<file path="src/rtl/pwm2_pkg.sv">
package pwm2_pkg;
  localparam int CH_STRIDE = 15;
  localparam int CFG_W     = 10;
  localparam int RDY_BASE  = 28;
  localparam int DIV_W     = 17;
  localparam int TICK_W    = 16;

  localparam int F_EN    = 4;
  localparam int F_ACT   = 5;
  localparam int F_GATE  = 6;
  localparam int F_MODE  = 7;
  localparam int F_PULSE = 8;
  localparam int F_BYP   = 9;

  typedef struct packed {
    logic       byp;
    logic       pulse;
    logic       mode;
    logic       gate;
    logic       act;
    logic       en;
    logic [3:0] code;
  } ch_cfg_t;

  // Clocks per prescaled tick; zero marks an unusable code.
  function automatic logic [DIV_W-1:0] code_divisor(input logic [3:0] code,
                                                    input logic byp,
                                                    input bit has_byp);
    logic [DIV_W-1:0] d;
    case (code)
      4'd0:    d = DIV_W'(120);
      4'd1:    d = DIV_W'(180);
      4'd2:    d = DIV_W'(240);
      4'd3:    d = DIV_W'(360);
      4'd4:    d = DIV_W'(480);
      4'd8:    d = DIV_W'(12000);
      4'd9:    d = DIV_W'(24000);
      4'd10:   d = DIV_W'(36000);
      4'd11:   d = DIV_W'(48000);
      4'd12:   d = DIV_W'(72000);
      4'd15:   d = has_byp ? DIV_W'(1) : '0;
      default: d = '0;
    endcase
    if (has_byp && byp) d = DIV_W'(1);
    return d;
  endfunction

  // Active phase: tick position lies before the duty count.
  function automatic logic in_duty(input logic [TICK_W-1:0] pos,
                                   input logic [TICK_W-1:0] dty);
    return pos < dty;
  endfunction
endpackage

</file>
<file path="src/rtl/pwm2_prescaler.sv">
module pwm2_prescaler
  import pwm2_pkg::*;
(
  input  logic             clk,
  input  logic             rst_n,
  input  logic             gate_i,
  input  logic [DIV_W-1:0] div_i,
  output logic             tick_o,
  output logic [DIV_W-1:0] cnt_o
);
  logic [DIV_W-1:0] cnt_q;
  logic             live;
  logic             at_end;

  assign live   = gate_i && (div_i != '0);
  assign at_end = cnt_q >= (div_i - DIV_W'(1));
  assign tick_o = live && at_end;
  assign cnt_o  = cnt_q;

  always_ff @(posedge clk or negedge rst_n) begin
    if (!rst_n)               cnt_q <= '0;
    else if (!live || at_end) cnt_q <= '0;
    else                      cnt_q <= cnt_q + DIV_W'(1);
  end
endmodule

</file>
<file path="src/rtl/pwm2_channel.sv">
module pwm2_channel
  import pwm2_pkg::*;
(
  input  logic              clk,
  input  logic              rst_n,
  input  ch_cfg_t           cfg_i,
  input  logic              div_ok_i,
  input  logic              tick_i,
  input  logic              wr_i,
  input  logic [31:0]       wr_data_i,
  output logic              pwm_o,
  output logic              ready_o,
  output logic              load_o,
  output logic              wrap_o,
  output logic              done_o,
  output logic              run_o,
  output logic [31:0]       shadow_o,
  output logic [TICK_W-1:0] prd_o,
  output logic [TICK_W-1:0] dty_o,
  output logic [TICK_W-1:0] pos_o
);
  logic [31:0]       shadow_q;
  logic              pend_q;
  logic [TICK_W-1:0] prd_q, dty_q, pos_q;
  logic              run;

  assign run    = cfg_i.en && cfg_i.gate && div_ok_i && (!cfg_i.mode || cfg_i.pulse);
  assign wrap_o = run && tick_i && (pos_q == prd_q);
  assign load_o = pend_q && (!run || wrap_o);
  assign done_o = wrap_o && cfg_i.mode;
  assign run_o  = run;

  assign pwm_o    = (run && in_duty(pos_q, dty_q)) ? cfg_i.act : !cfg_i.act;
  assign ready_o  = pend_q;
  assign shadow_o = shadow_q;
  assign prd_o    = prd_q;
  assign dty_o    = dty_q;
  assign pos_o    = pos_q;

  always_ff @(posedge clk or negedge rst_n) begin
    if (!rst_n) begin
      shadow_q <= '0;
      pend_q   <= 1'b0;
    end else if (wr_i) begin
      shadow_q <= wr_data_i;
      pend_q   <= 1'b1;
    end else if (load_o) begin
      pend_q   <= 1'b0;
    end
  end

  always_ff @(posedge clk or negedge rst_n) begin
    if (!rst_n) begin
      prd_q <= '0;
      dty_q <= '0;
    end else if (load_o) begin
      prd_q <= shadow_q[31:16];
      dty_q <= shadow_q[15:0];
    end
  end

  always_ff @(posedge clk or negedge rst_n) begin
    if (!rst_n)       pos_q <= '0;
    else if (!run)    pos_q <= '0;
    else if (wrap_o)  pos_q <= '0;
    else if (tick_i)  pos_q <= pos_q + 1'b1;
  end
endmodule

</file>
<file path="src/rtl/pwm2_ctrl.sv">
module pwm2_ctrl
  import pwm2_pkg::*;
#(
  parameter int NCH        = 2,
  parameter bit HAS_BYPASS = 1'b1,
  parameter int ADDR_W     = 4
) (
  input  logic              clk,
  input  logic              rst_n,
  input  logic              reg_we,
  input  logic [ADDR_W-1:0] reg_addr,
  input  logic [31:0]       reg_wdata,
  output logic [31:0]       reg_rdata,
  output logic [NCH-1:0]    pwm_out
);
  function automatic logic [ADDR_W-1:0] chan_addr(input int n);
    return ADDR_W'(4 * n + 4);
  endfunction

  logic [NCH-1:0][CFG_W-1:0]  cfg_q;
  logic [NCH-1:0]             ready, load, wrap, pulse_done, run, tick, prd_wr;
  logic [NCH-1:0][DIV_W-1:0]  pcnt;
  logic [NCH-1:0][31:0]       shadow;
  logic [NCH-1:0][TICK_W-1:0] act_prd, act_dty, pos;
  logic                       ctrl_wr;
  logic                       unused_wdata;

  assign ctrl_wr      = reg_we && (reg_addr == '0);
  assign unused_wdata = ^reg_wdata;

  always_ff @(posedge clk or negedge rst_n) begin
    if (!rst_n) begin
      cfg_q <= '0;
    end else begin
      for (int n = 0; n < NCH; n++) begin
        if (ctrl_wr)            cfg_q[n] <= reg_wdata[n*CH_STRIDE +: CFG_W];
        else if (pulse_done[n]) cfg_q[n][F_PULSE] <= 1'b0;
      end
    end
  end

  for (genvar n = 0; n < NCH; n++) begin : g_ch
    ch_cfg_t          cfg_n;
    logic [DIV_W-1:0] div_n;

    assign cfg_n     = ch_cfg_t'(cfg_q[n]);
    assign div_n     = code_divisor(cfg_n.code, cfg_n.byp, HAS_BYPASS);
    assign prd_wr[n] = reg_we && (reg_addr == chan_addr(n));

    pwm2_prescaler u_pre (
      .clk    (clk),
      .rst_n  (rst_n),
      .gate_i (cfg_n.gate),
      .div_i  (div_n),
      .tick_o (tick[n]),
      .cnt_o  (pcnt[n])
    );

    pwm2_channel u_ch (
      .clk       (clk),
      .rst_n     (rst_n),
      .cfg_i     (cfg_n),
      .div_ok_i  (div_n != '0),
      .tick_i    (tick[n]),
      .wr_i      (prd_wr[n]),
      .wr_data_i (reg_wdata),
      .pwm_o     (pwm_out[n]),
      .ready_o   (ready[n]),
      .load_o    (load[n]),
      .wrap_o    (wrap[n]),
      .done_o    (pulse_done[n]),
      .run_o     (run[n]),
      .shadow_o  (shadow[n]),
      .prd_o     (act_prd[n]),
      .dty_o     (act_dty[n]),
      .pos_o     (pos[n])
    );
  end

  always_comb begin
    reg_rdata = '0;
    if (reg_addr == '0) begin
      for (int n = 0; n < NCH; n++) begin
        reg_rdata[n*CH_STRIDE +: CFG_W] = cfg_q[n];
        reg_rdata[RDY_BASE + n]         = ready[n];
      end
    end else begin
      for (int n = 0; n < NCH; n++)
        if (reg_addr == chan_addr(n)) reg_rdata = shadow[n];
    end
  end
endmodule

</file>
<file path="config.mk">
export PLATFORM = sky130hd
export DESIGN_NAME = pwm2_ctrl
export DESIGN_NICKNAME = d
export VERILOG_FILES = /design/src/rtl/pwm2_pkg.sv /design/src/rtl/pwm2_prescaler.sv /design/src/rtl/pwm2_channel.sv /design/src/rtl/pwm2_ctrl.sv
export SDC_FILE = /design/constraint.sdc
export NUM_CORES = 1
export LEC_CHECK = 0
export ABC_CLOCK_PERIOD_IN_PS = 5780
export CORE_MARGIN = 5
export CORE_UTILIZATION = 61
export CTS_CLUSTER_DIAMETER = 60
export DETAILED_ROUTE_END_ITERATION = 7
export PLACE_DENSITY = 0.92
export SLEW_MARGIN = 30
export SYNTH_ARGS = -nofsm -noshare
export SYNTH_HDL_FRONTEND = slang
export SYNTH_SLANG_ARGS = --single-unit
</file>
<file path="constraint.sdc">
create_clock -name clk -period 5.78 [get_ports clk]
set_input_delay 1.156 -clock clk [delete_from_list [all_inputs] [get_ports clk]]
set_output_delay 1.156 -clock clk [all_outputs]
set_load 0.005 [all_outputs]
</file>
Yosys cells after proc, flatten, opt, wreduce, memory -nomap -nowiden
Memories as Yosys holds them, arrays and structs flattened.
Cells that the tools add are included.
- $add $sub $neg: 6
- order comparisons: 4
- equal/unequal tests: 6
- multiplexer cells: 28
- reduce and logical (&&, ||, !) cells: 44
- operators by type and width (operator ; count):
    $mux W16 ; 6
    $mux W17 ; 4
    $mux W32 ; 2
    $add A17 B1 Y17 const B ; 2
    $ge A17 B17 Y1 ; 2
    $reduce_bool A17 Y1 ; 2
    $sub A17 B1 Y17 const B ; 2
    $add A16 B1 Y16 const B ; 2
    $eq A16 B16 Y1 ; 2
    $lt A16 B16 Y1 ; 2
    $logic_and A1 B1 Y1 ; 23
    $mux W10 ; 2
    $mux W1 ; 10
    $logic_not A1 Y1 ; 8
    $reduce_bool A2 Y1 ; 4
    $logic_or A1 B1 Y1 ; 6
    $ne A3 B1 Y1 const B ; 2
    $mux W5 ; 1
    $eq A4 B3 Y1 const B ; 1
    $eq A4 B4 Y1 const B ; 1
    $logic_not A4 Y1 ; 1
    $mux W2 ; 2
    $mux W3 ; 1
- bits in registers: 216
- memory bits (read-only): 512
- input port bits: 39
- memories: 2
- memory list (memory ; depth ; bits a word ; read ports ; clocked after memory_dff ; wr ports ; line ; source):
    (no name shown) ; 16 ; 16 ; 1 ; 0 ; 0 ; pwm2_pkg.sv:30 ; case (code)
    (no name shown) ; 16 ; 16 ; 1 ; 0 ; 0 ; pwm2_pkg.sv:30 ;

Longest topological paths before layout
Gate-level depths: netlist (run 1).
An unclocked memory read counts as a cell.
- depth after elaboration: 11
- mapped depth: 17
- depth with buffers taken out: 15

Cells and area by module
A second synthesis (run 1) with hierarchy kept.
- cell total of the unflattened synthesis: 1198
- area, all modules: 12779.8 um2
- by module, submodules not included (module ; instances ; cells an instance ; area an instance (um2) ; seq. area each (um2)):
    pwm2_channel (g_ch[1].u_ch) ; 1 ; 314 ; 3973.8 ; 2026.9
    pwm2_channel (g_ch[0].u_ch) ; 1 ; 312 ; 3972.6 ; 2026.9
    pwm2_prescaler ; 2 ; 159 ; 1477.7 ; 425.4
    pwm2_ctrl ; 1 ; 254 ; 1878.1 ; 500.5

Worst setup path after synthesis (run 1)
Ideal clock, no wire load.
- kind: register to register
- start: register cfg_q (netlist bit g_ch[1].cfg_n[0])
- end: register g_ch[1].u_ch.dty_q[0]
- setup time: 125 ps
- data arrival time: 4052 ps
- data required time: 5655 ps
- setup slack: 1603 ps
- stages on the path, launching flop included: 16
- buffers on the path: 1
- period minus slack after synthesis: 4177 ps
- cell sequence: dfrtp_1 inv_1 ha_1 and2b_2 o21ai_0 and3_1 nor4_1 nor2_1 ha_1 a21oi_1 o21ai_0 a2111oi_2 o311ai_4 o211ai_4 buf_6 mux2_4
- word-level cells in the longest chain between the ends: 9
- ends and longest elaborated chain (what ; line ; source):
    start, declared ; pwm2_ctrl.sv:20 ; logic [NCH-1:0][CFG_W-1:0] cfg_q;
    start signal, assigned by index ; pwm2_ctrl.sv:36 ; if (ctrl_wr) cfg_q[n] <= reg_wdata[n*CH_STRIDE +: CFG_W];
    $mem_v2 Z16 W16 * ; - ;
    $mux W17 * ; pwm2_pkg.sv:44 ; if (has_byp && byp) d = DIV_W'(1);
    $sub A17 B1 Y17 or $reduce_bool A17 Y1 (tied branches) ; pwm2_prescaler.sv:16, pwm2_prescaler.sv:15, pwm2_ctrl.sv:63 ;
    $ge A17 B17 Y1, or another cell as far along ; pwm2_prescaler.sv:16 ; assign at_end = cnt_q >= (div_i - DIV_W'(1));
    $logic_and A1 B1 Y1 (on tied branches) ; pwm2_prescaler.sv:17, pwm2_channel.sv:27 ;
    $logic_and A1 B1 Y1 (2 in series) ; pwm2_channel.sv:28 ; assign wrap_o = run && tick_i && (pos_q == prd_q);
    $logic_or A1 B1 Y1 * ; pwm2_channel.sv:29 ; assign load_o = pend_q && (!run || wrap_o);
    $logic_and A1 B1 Y1 * ; pwm2_channel.sv:29 ;
    end signal, assigned ; pwm2_channel.sv:58 ; dty_q <= shadow_q[15:0];
    end, declared ; pwm2_channel.sv:24 ; logic [TICK_W-1:0] prd_q, dty_q, pos_q;
Mark *: on every way between the ends. The rest lies on a longest branch, timed or not.
A chain may end at the register's enable or synchronous reset.

Worst setup path in the final report (run 1)
- start: input port reg_addr[1]
- end: output port reg_rdata[18]
- word-level cells in the longest chain between the ends: 4
- ends and longest elaborated chain (what ; line ; source):
    start, declared ; pwm2_ctrl.sv:11 ; input logic [ADDR_W-1:0] reg_addr,
    $eq A4 B3 Y1 ; pwm2_ctrl.sv:89 ; if (reg_addr == chan_addr(n)) reg_rdata = shadow[n];
    $mux W32 (2 in series) ; pwm2_ctrl.sv:89 ;
    $mux W10 * ; pwm2_ctrl.sv:82 ; if (reg_addr == '0) begin
    end, declared ; pwm2_ctrl.sv:13 ; output logic [31:0] reg_rdata,
Marks and branches as above.

==> out/qor.csv, run 1 <==
stage,metric,value,unit
run_status,outcome,"complete, no violations",
cells_and_area,antenna_cells,0,
critical_path,worst_setup_path_start_kind,input port,
cts,cts_sinks,216,
critical_path,cp_top_family,buffers and inverters,
floorplan,die_h,152.7,um
run,max_cap_viol_count,0,
cts,cts_setup_buffers,0,
sta,final-hold-violation-count,0,
yosys,synthSimpleGateAreaFrac,13.15,%
cts,cts_tree,yes,
pwr,clockPowerShare,28.4,%
floorplan,start_util,61.56,%
global_route,grt_pass1_wl,54090,um
yosys,synth_compound_area_share,11.94,%
critical_path,critPathKind,in2out,
yosys,ys_async_sr_fraction,100.0,%
yosys,synth.ff_latch_count,216,
pwr,p_int,3378,uW
sta,finalSetupTns,0,ns
yosys,synth_top_family_by_area,multiplexers,
routing,vias_per_cell,6.416,
critical_path,endpoint_kind,output port,
sta,slew_violations,0,
sta,fmax,0.1943,GHz
floorplan,fp.dieW,152.7,um
yosys,syn-mean-instance-area,10.46,sq um
cts,post_cts_resized,0,
cells_and_area,layout_common_cells,"dfrtp_1, mux2_2, nor2_1",
placement,dp.cells,1493,
cells_and_area,final_common_cell,dfrtp_1,
cells_and_area,drive_gt1_share,17.41,%
cells_and_area,fin_cells,1534,
critical_path,crit_path_max_incr_delay,0.78,ns
global_route,grt_max_degree,117,
yosys,synth_cell_type_count,67,
floorplan,ios,73,
sta,fin_crit,5.147,ns
global_route,grt_overflow,0,
yosys,synth_cells,1187,
sta,clock_skew,0.01197,ns
pwr,power.leakage,0.006443,uW
global_route,grt_antenna_before_repair,0,
worst_hold_path,worstHoldPathType,reg2reg,
cts,numCtsBuffers,24,
yosys,synthesis.area,12420,sq um
pwr,seqPwrFrac,42.9,%
yosys,synth-main-ff-cell,dfrtp_1,
critical_path,cp_max_fo,18,
critical_path,cp.arrival,3.99,ns
routing,dr.pass1.iters,6,
cells_and_area,finish.net_count,1368,
yosys,synth_xor_area_share,4.938,%
cts,htree_num_levels,1,
global_route,grt_pass1_vias,10250,
routing,wl,33000,um
pwr,ir_worst_vdd,255.1,uV
yosys,synth_fp_nets,1306,
floorplan,rows,52,
placement,gp_congestion,0.9470,
cts,cts_root_buffer,clkbuf_16,
floorplan,core_area,20170,sq um
pwr,power.switching,1731,uW
critical_path,r2r_cells,15,
yosys,synth_edf_count,0,
critical_path,cp_num_buf_inv,3,
sta,relSlewSlack,35.69,%
cts,clockBufferDepth,3,
placement,dp_hpwl,23580,um
yosys,yosys_warnings,0,
cts,postCtsHoldBufs,0,
sta,worst_pin_slew,0.9647,ns
routing,drt-initial-drc-count,1010,
placement,numPortBuffers,72,
yosys,ys_seq_area_share,43.53,%
floorplan,die-area,23310,sq um
worst_hold_path,hold_depth,1,
sta,fin_crit_sh,89.05,%
critical_path,crit_top_cell,clkdlybuf4s50_1,
routing,via_count,9842,
cts,insertion_delay,0.53,ns
critical_path,crit_cells,7,
pwr,p_per_area,361.6,nW/um^2
cells_and_area,synthToLayoutAreaGrowth,13.77,%
critical_path,required,4.62,ns
routing,ant_nets,0,
critical_path,cpMaxStageDelayCell,and2_1,
routing,route.detailed.drc,0,
yosys,synth_mux_area_share,14.54,%
cells_and_area,fin_util,70.04,%
pwr,swShare,33.88,%
cts,path_clk_slew,0.06,ns
sta,rsz0062_at_grt,false,
sta,setup_violations,0,
pwr,combPwrFrac,28.8,%
yosys,synthAdderAreaFrac,8.061,%
global_route,track_usage,28.36,%
critical_path,crit_chain,clkdlybuf4s50_1 > nor3_1 > buf_4 > and2_1 > nand2_1 > a21oi_1 > clkdlybuf4s50_1,
routing,wl_per_cell,21.51,um
## state kept, by name, indices dropped and copies added (netlist names)
register            cells
g_ch.u_ch.shadow_o     64
g_ch.u_pre.cnt_o       34
g_ch.u_ch.dty_o        32
g_ch.u_ch.pos_o        32
g_ch.u_ch.prd_o        32
g_ch.cfg_n             20
g_ch.u_ch.ready_o       2
## kinds of logic (layout without fill, tap and decap cells)
logic type,count (synthesis),after routing
fa+ha+maj,80,80
mux,151,151
flops,216,216
compound gates,222,222
xor+xnor,70,70
simple gates,337,337
buf+inv,111,188
## final cells by class
class,count,area [sq um]
clock buffer,30,674.4
clock inverter,11,61.31
fill,1353,6042
inverter,57,214.0
multi-input combinational,860,6553
sequential,216,5405
tap,270,337.8
timing repair buffer,90,882.1
## synthesized netlist by cell type, drive strengths merged, types with 3 or more instances
master / count / area share (%)
buf: 22 / 1.1
nand2b: 11 / 0.55
and4: 5 / 0.35
o21bai: 3 / 0.18
a211oi: 6 / 0.36
o21ai: 57 / 2.3
a2111oi: 3 / 0.31
o21a: 5 / 0.30
nor2: 114 / 3.4
nor3: 15 / 0.60
clkbuf: 32 / 0.97
mux2i: 6 / 0.48
dfrtp: 216 / 44
nand4: 24 / 1.2
a21oi: 54 / 2.2
o22ai: 7 / 0.35
a22oi: 20 / 1.2
a21o: 4 / 0.24
a31oi: 12 / 0.60
a32o: 3 / 0.24
nand3: 30 / 1.2
xnor2: 30 / 2.1
nor2b: 9 / 0.45
nand2: 72 / 2.2
or3: 5 / 0.25
a41oi: 3 / 0.21
a311oi: 15 / 1.1
or2: 4 / 0.20
o2bb2ai: 8 / 0.56
inv: 57 / 1.7
mux2: 145 / 14
o211ai: 5 / 0.41
and2: 4 / 0.20
xor2: 40 / 2.8
ha: 80 / 8.1
o22a: 3 / 0.21
nor4: 14 / 0.83
and3: 20 / 1.0
## worst reg2reg max path, cell delays in order (launching register included)
cell and delay [ns]:
dfrtp_1 0.52, inv_1 0.17, ha_1 0.36, or4_1 0.60, nand3_1 0.18, nor2_1 0.11, a221oi_1 0.32, a21oi_1 0.10
ha_1 0.30, a21oi_1 0.14, o21ai_0 0.13, a22oi_1 0.25, a31oi_1 0.23, o21ai_2 0.57, buf_4 0.35, mux2_2 0.38
## power by group through the flow
stage | Sequential, uW | Clock, uW | Combinational, uW
finish | 2190 | 1450 | 1470
global route | 2220 | 1520 | 1620
CTS | 2180 | 1460 | 1470
detailed placement | 2200 | 0 | 1440
global placement | 2170 | 0 | 1360
floorplan | 2030 | 0 | 1110
## metrics by stage
| stage | instance area [sq um] | setup WS [ns] | power [uW] | hold WS [ns] |
|---|---|---|---|---|
| finish | 14130 | 0.6329 | 5109 | 0.4896 |
| global route | 14130 | 0.4695 | 5368 | 0.5191 |
| CTS | 14120 | 0.6684 | 5102 | 0.4922 |
| detailed placement | 13390 | 0.8400 | 3635 | 0.4843 |
| global placement | 13380 | 0.8662 | 3528 | 0.4597 |
| floorplan | 12420 | 1.603 | 3137 | 0.4461 |
## per-layer routing
layer	wire, um	track usage (%)
met5	0	0
met4	1728	13.19
met3	2017	5.055
met2	16530	48.60
met1	12720	35.00
## path summary, 6_finish.rpt
| kind | start | end | slack (ns) |
|---|---|---|---|
| hold reg to reg | g_ch[0].u_pre.cnt_o[0]$_DFF_PN0_ | g_ch[0].u_pre.cnt_o[0]$_DFF_PN0_ | 0.49 |
| setup reg to reg | g_ch[0].cfg_n[1]$_DFFE_PN0P_ | g_ch[0].u_ch.prd_o[8]$_DFFE_PN0P_ | 0.96 |
| max in group asynchronous | rst_n | g_ch[1].u_ch.pos_o[11]$_DFFE_PN0P_ | 4.02 |
| setup / recovery | reg_addr[1] | reg_rdata[18] | 0.63 |
| hold / removal | g_ch[0].u_pre.cnt_o[0]$_DFF_PN0_ | g_ch[0].u_pre.cnt_o[0]$_DFF_PN0_ | 0.49 |
| min in group asynchronous | rst_n | g_ch[1].u_pre.cnt_o[1]$_DFF_PN0_ | 0.67 |
No activity file was read; power rests on OpenSTA's default activity.
==> run 2: changes to the inputs <==
ABC_CLOCK_PERIOD_IN_PS = 5050   (was 5780)
clock period = 5.05 ns   (was 5.78 ns; I/O delays follow)
==> out/qor.csv, run 2 (synthesis gave the netlist of run 1 again) <==
stage,metric,value,unit,change
run_status,outcome,"complete, no violations",,unchanged
placement,gp_congestion,0.9101,,was 0.9470
cts,clockBufferDepth,3,,unchanged
placement,dp_hpwl,22320,um,was 23580 um
cts,cts_setup_buffers,0,,unchanged
floorplan,ios,73,,unchanged
sta,fin_crit_sh,94.95,%,
cells_and_area,fin_cells,1534,,unchanged
global_route,track_usage,28.26,%,was 28.36%
cells_and_area,fillers,1359,,was 1353
cells_and_area,largest_reg_flops,64,,unchanged
global_route,grt_overflow,0,,unchanged
critical_path,timing.rr.end,g_ch[0].u_ch.pos_o[13]$_DFFE_PN0P_,,was g_ch[0].u_ch.prd_o[8]$_DFFE_PN0P_
cells_and_area,synthToLayoutAreaGrowth,14.94,%,was 13.77%
routing,dr.pass1.iters,7,,was 6
cts,cts_root_buffer,clkbuf_16,,unchanged
floorplan,rows,52,,unchanged
sta,slew_violations,0,,unchanged
sta,fin_crit,4.795,ns,
cts,insertion_delay,0.52,ns,was 0.53 ns
cells_and_area,drive_gt1_share,17.41,%,unchanged
placement,dp.cells,1493,,unchanged
global_route,grt_pass1_vias,10080,,was 10250
cells_and_area,multi_input_area,6553,sq um,unchanged
critical_path,cp_max_fo,9,,was 18
worst_hold_path,worstHoldPathType,in2async,,was reg2reg
sta,final-hold-violation-count,0,,unchanged
pwr,ir_worst_vdd,330.3,uV,was 255.1 uV
cts,htree_num_levels,1,,unchanged
cells_and_area,seq_area,5405,sq um,unchanged
critical_path,rrSetupSlack,0.32,ns,was 0.96 ns
routing,vias_per_cell,6.466,,was 6.416
routing,ant_nets,0,,unchanged
sta,worst_pin_slew,0.7154,ns,was 0.9647 ns
cts,postCtsHoldBufs,0,,unchanged
sta,rsz0062_at_grt,false,,unchanged
floorplan,die-area,23310,sq um,unchanged
floorplan,die_h,152.7,um,unchanged
critical_path,cp.arrival,3.79,ns,was 3.99 ns
sta,clock_skew,0.007433,ns,was 0.01197 ns
cells_and_area,finish.net_count,1368,,unchanged
sta,fmax,0.2085,GHz,
cts,cts_sinks,216,,unchanged
sta,relSlewSlack,52.19,%,was 35.69%
pwr,p_per_area,427.2,nW/um^2,was 361.6 nW/um^2
critical_path,required,4.04,ns,was 4.62 ns
placement,numPortBuffers,72,,unchanged
critical_path,worst_setup_path_start_kind,flop,,was input port
global_route,grt_antenna_before_repair,0,,unchanged
sta,setup_violations,0,,unchanged
run,max_cap_viol_count,0,,unchanged
routing,wl_per_cell,21.68,um,was 21.51 um
critical_path,r2r_start,g_ch[0].cfg_n[1]$_DFFE_PN0P_,,unchanged
routing,wl,33250,um,was 33000 um
routing,drt-initial-drc-count,1234,,was 1010
critical_path,r2r_cells,14,,was 15
critical_path,endpoint_kind,output port,,unchanged
cts,cts_tree,yes,,unchanged
floorplan,core_area,20170,sq um,unchanged
routing,route.detailed.drc,0,,unchanged
cts,path_clk_slew,0.06,ns,about the same
pwr,power.leakage,0.006498,uW,was 0.006443 uW
cells_and_area,antenna_cells,0,,unchanged
routing,via_count,9919,,was 9842
cells_and_area,layout_common_cells,"dfrtp_1, mux2_2, nor2_1",,unchanged
floorplan,fp.dieW,152.7,um,unchanged
cells_and_area,final_common_cell,dfrtp_1,,unchanged
critical_path,critPathKind,reg2out,,was in2out
sta,finalSetupTns,0,ns,unchanged
global_route,grt_pass1_wl,54380,um,was 54090 um
floorplan,start_util,61.56,%,unchanged
global_route,grt_max_degree,123,,was 117
cts,post_cts_resized,0,,unchanged
cts,numCtsBuffers,23,,was 24
## run 2: cell types whose count changed in the layout (fill, tap and decap cells not counted)
cell	change
buf_16	+1
buf_2	-1
buf_4	+1
buf_8	+1
bufinv_16	+6
clkbuf_16	-2
clkinv_2	-6
clkinv_4	+1
inv_6	-1
## run 2: layer usage
metal	wire length (um)	GRT usage (%)	share of wire [%]	vias to the layer above
met5	0	0	0	-
li1	-	-	-	4387
met2	16350	47.48	49	500
met1	13010	36.81	39	4885
met4	1794	12.81	5.4	0
met3	2094	3.607	6.3	147
## run 2: cell type report
class,count,share of cell area (%)
well taps,270,2.367
flip-flops and latches,216,37.87
clock inverters,11,1.482
inverters,57,1.499
multi-input cells,860,45.91
clock buffers,29,4.471
repair buffers,91,6.400
## run 2: worst max-delay path by stage
| stage | from | end | slack (ns) |
|---|---|---|---|
| detailed placement | g_ch[0].cfg_n[1]$_DFFE_PN0P_ | g_ch[0].u_ch.dty_o[15]$_DFFE_PN0P_ | 0.60 |
| global placement | g_ch[1].cfg_n[0]$_DFFE_PN0P_ | g_ch[1].u_ch.dty_o[14]$_DFFE_PN0P_ | 0.72 |
| floorplan | g_ch[1].cfg_n[0]$_DFFE_PN0P_ | g_ch[1].u_ch.dty_o[0]$_DFFE_PN0P_ | 0.87 |
| CTS | g_ch[0].cfg_n[1]$_DFFE_PN0P_ | pwm_out[0] | 0.29 |
| global route | g_ch[0].cfg_n[1]$_DFFE_PN0P_ | pwm_out[0] | 0.16 |
| finish | g_ch[0].cfg_n[1]$_DFFE_PN0P_ | pwm_out[0] | 0.25 |
## run 2: stage by stage
| step | setup slack (ns) | util [%] | total power, uW | hold slack (ns) | instance area, sq um |
|---|---|---|---|---|---|
| after floorplan | 0.8726 | - | 3590 | 0.4461 | 12420 |
| after global placement | 0.7224 | 66.36 | 4024 | 0.4688 | 13380 |
| after detailed placement | 0.5984 | 66.40 | 4143 | 0.4943 | 13390 |
| after CTS | 0.2870 | 70.61 | 6079 | 0.5028 | 14240 |
| after global routing | 0.1601 | 70.76 | 6400 | 0.3737 | 14270 |
| final | 0.2549 | 70.76 | 6097 | 0.3592 | 14270 |
## run 2: critical path, stage by stage, from the launching register on
cell	delay [ns]
dfrtp_1	0.53
inv_1	0.16
ha_1	0.39
o21bai_1	0.09
a21oi_1	0.25
o21bai_1	0.27
o2111ai_1	0.26
or4b_1	0.54
xor2_1	0.23
clkdlybuf4s50_1	0.55
## run 2: report_power, final
part | switching (uW) | internal (uW)
Clock | 712 | 1200
Sequential | 393 | 2100
Combinational | 865 | 830
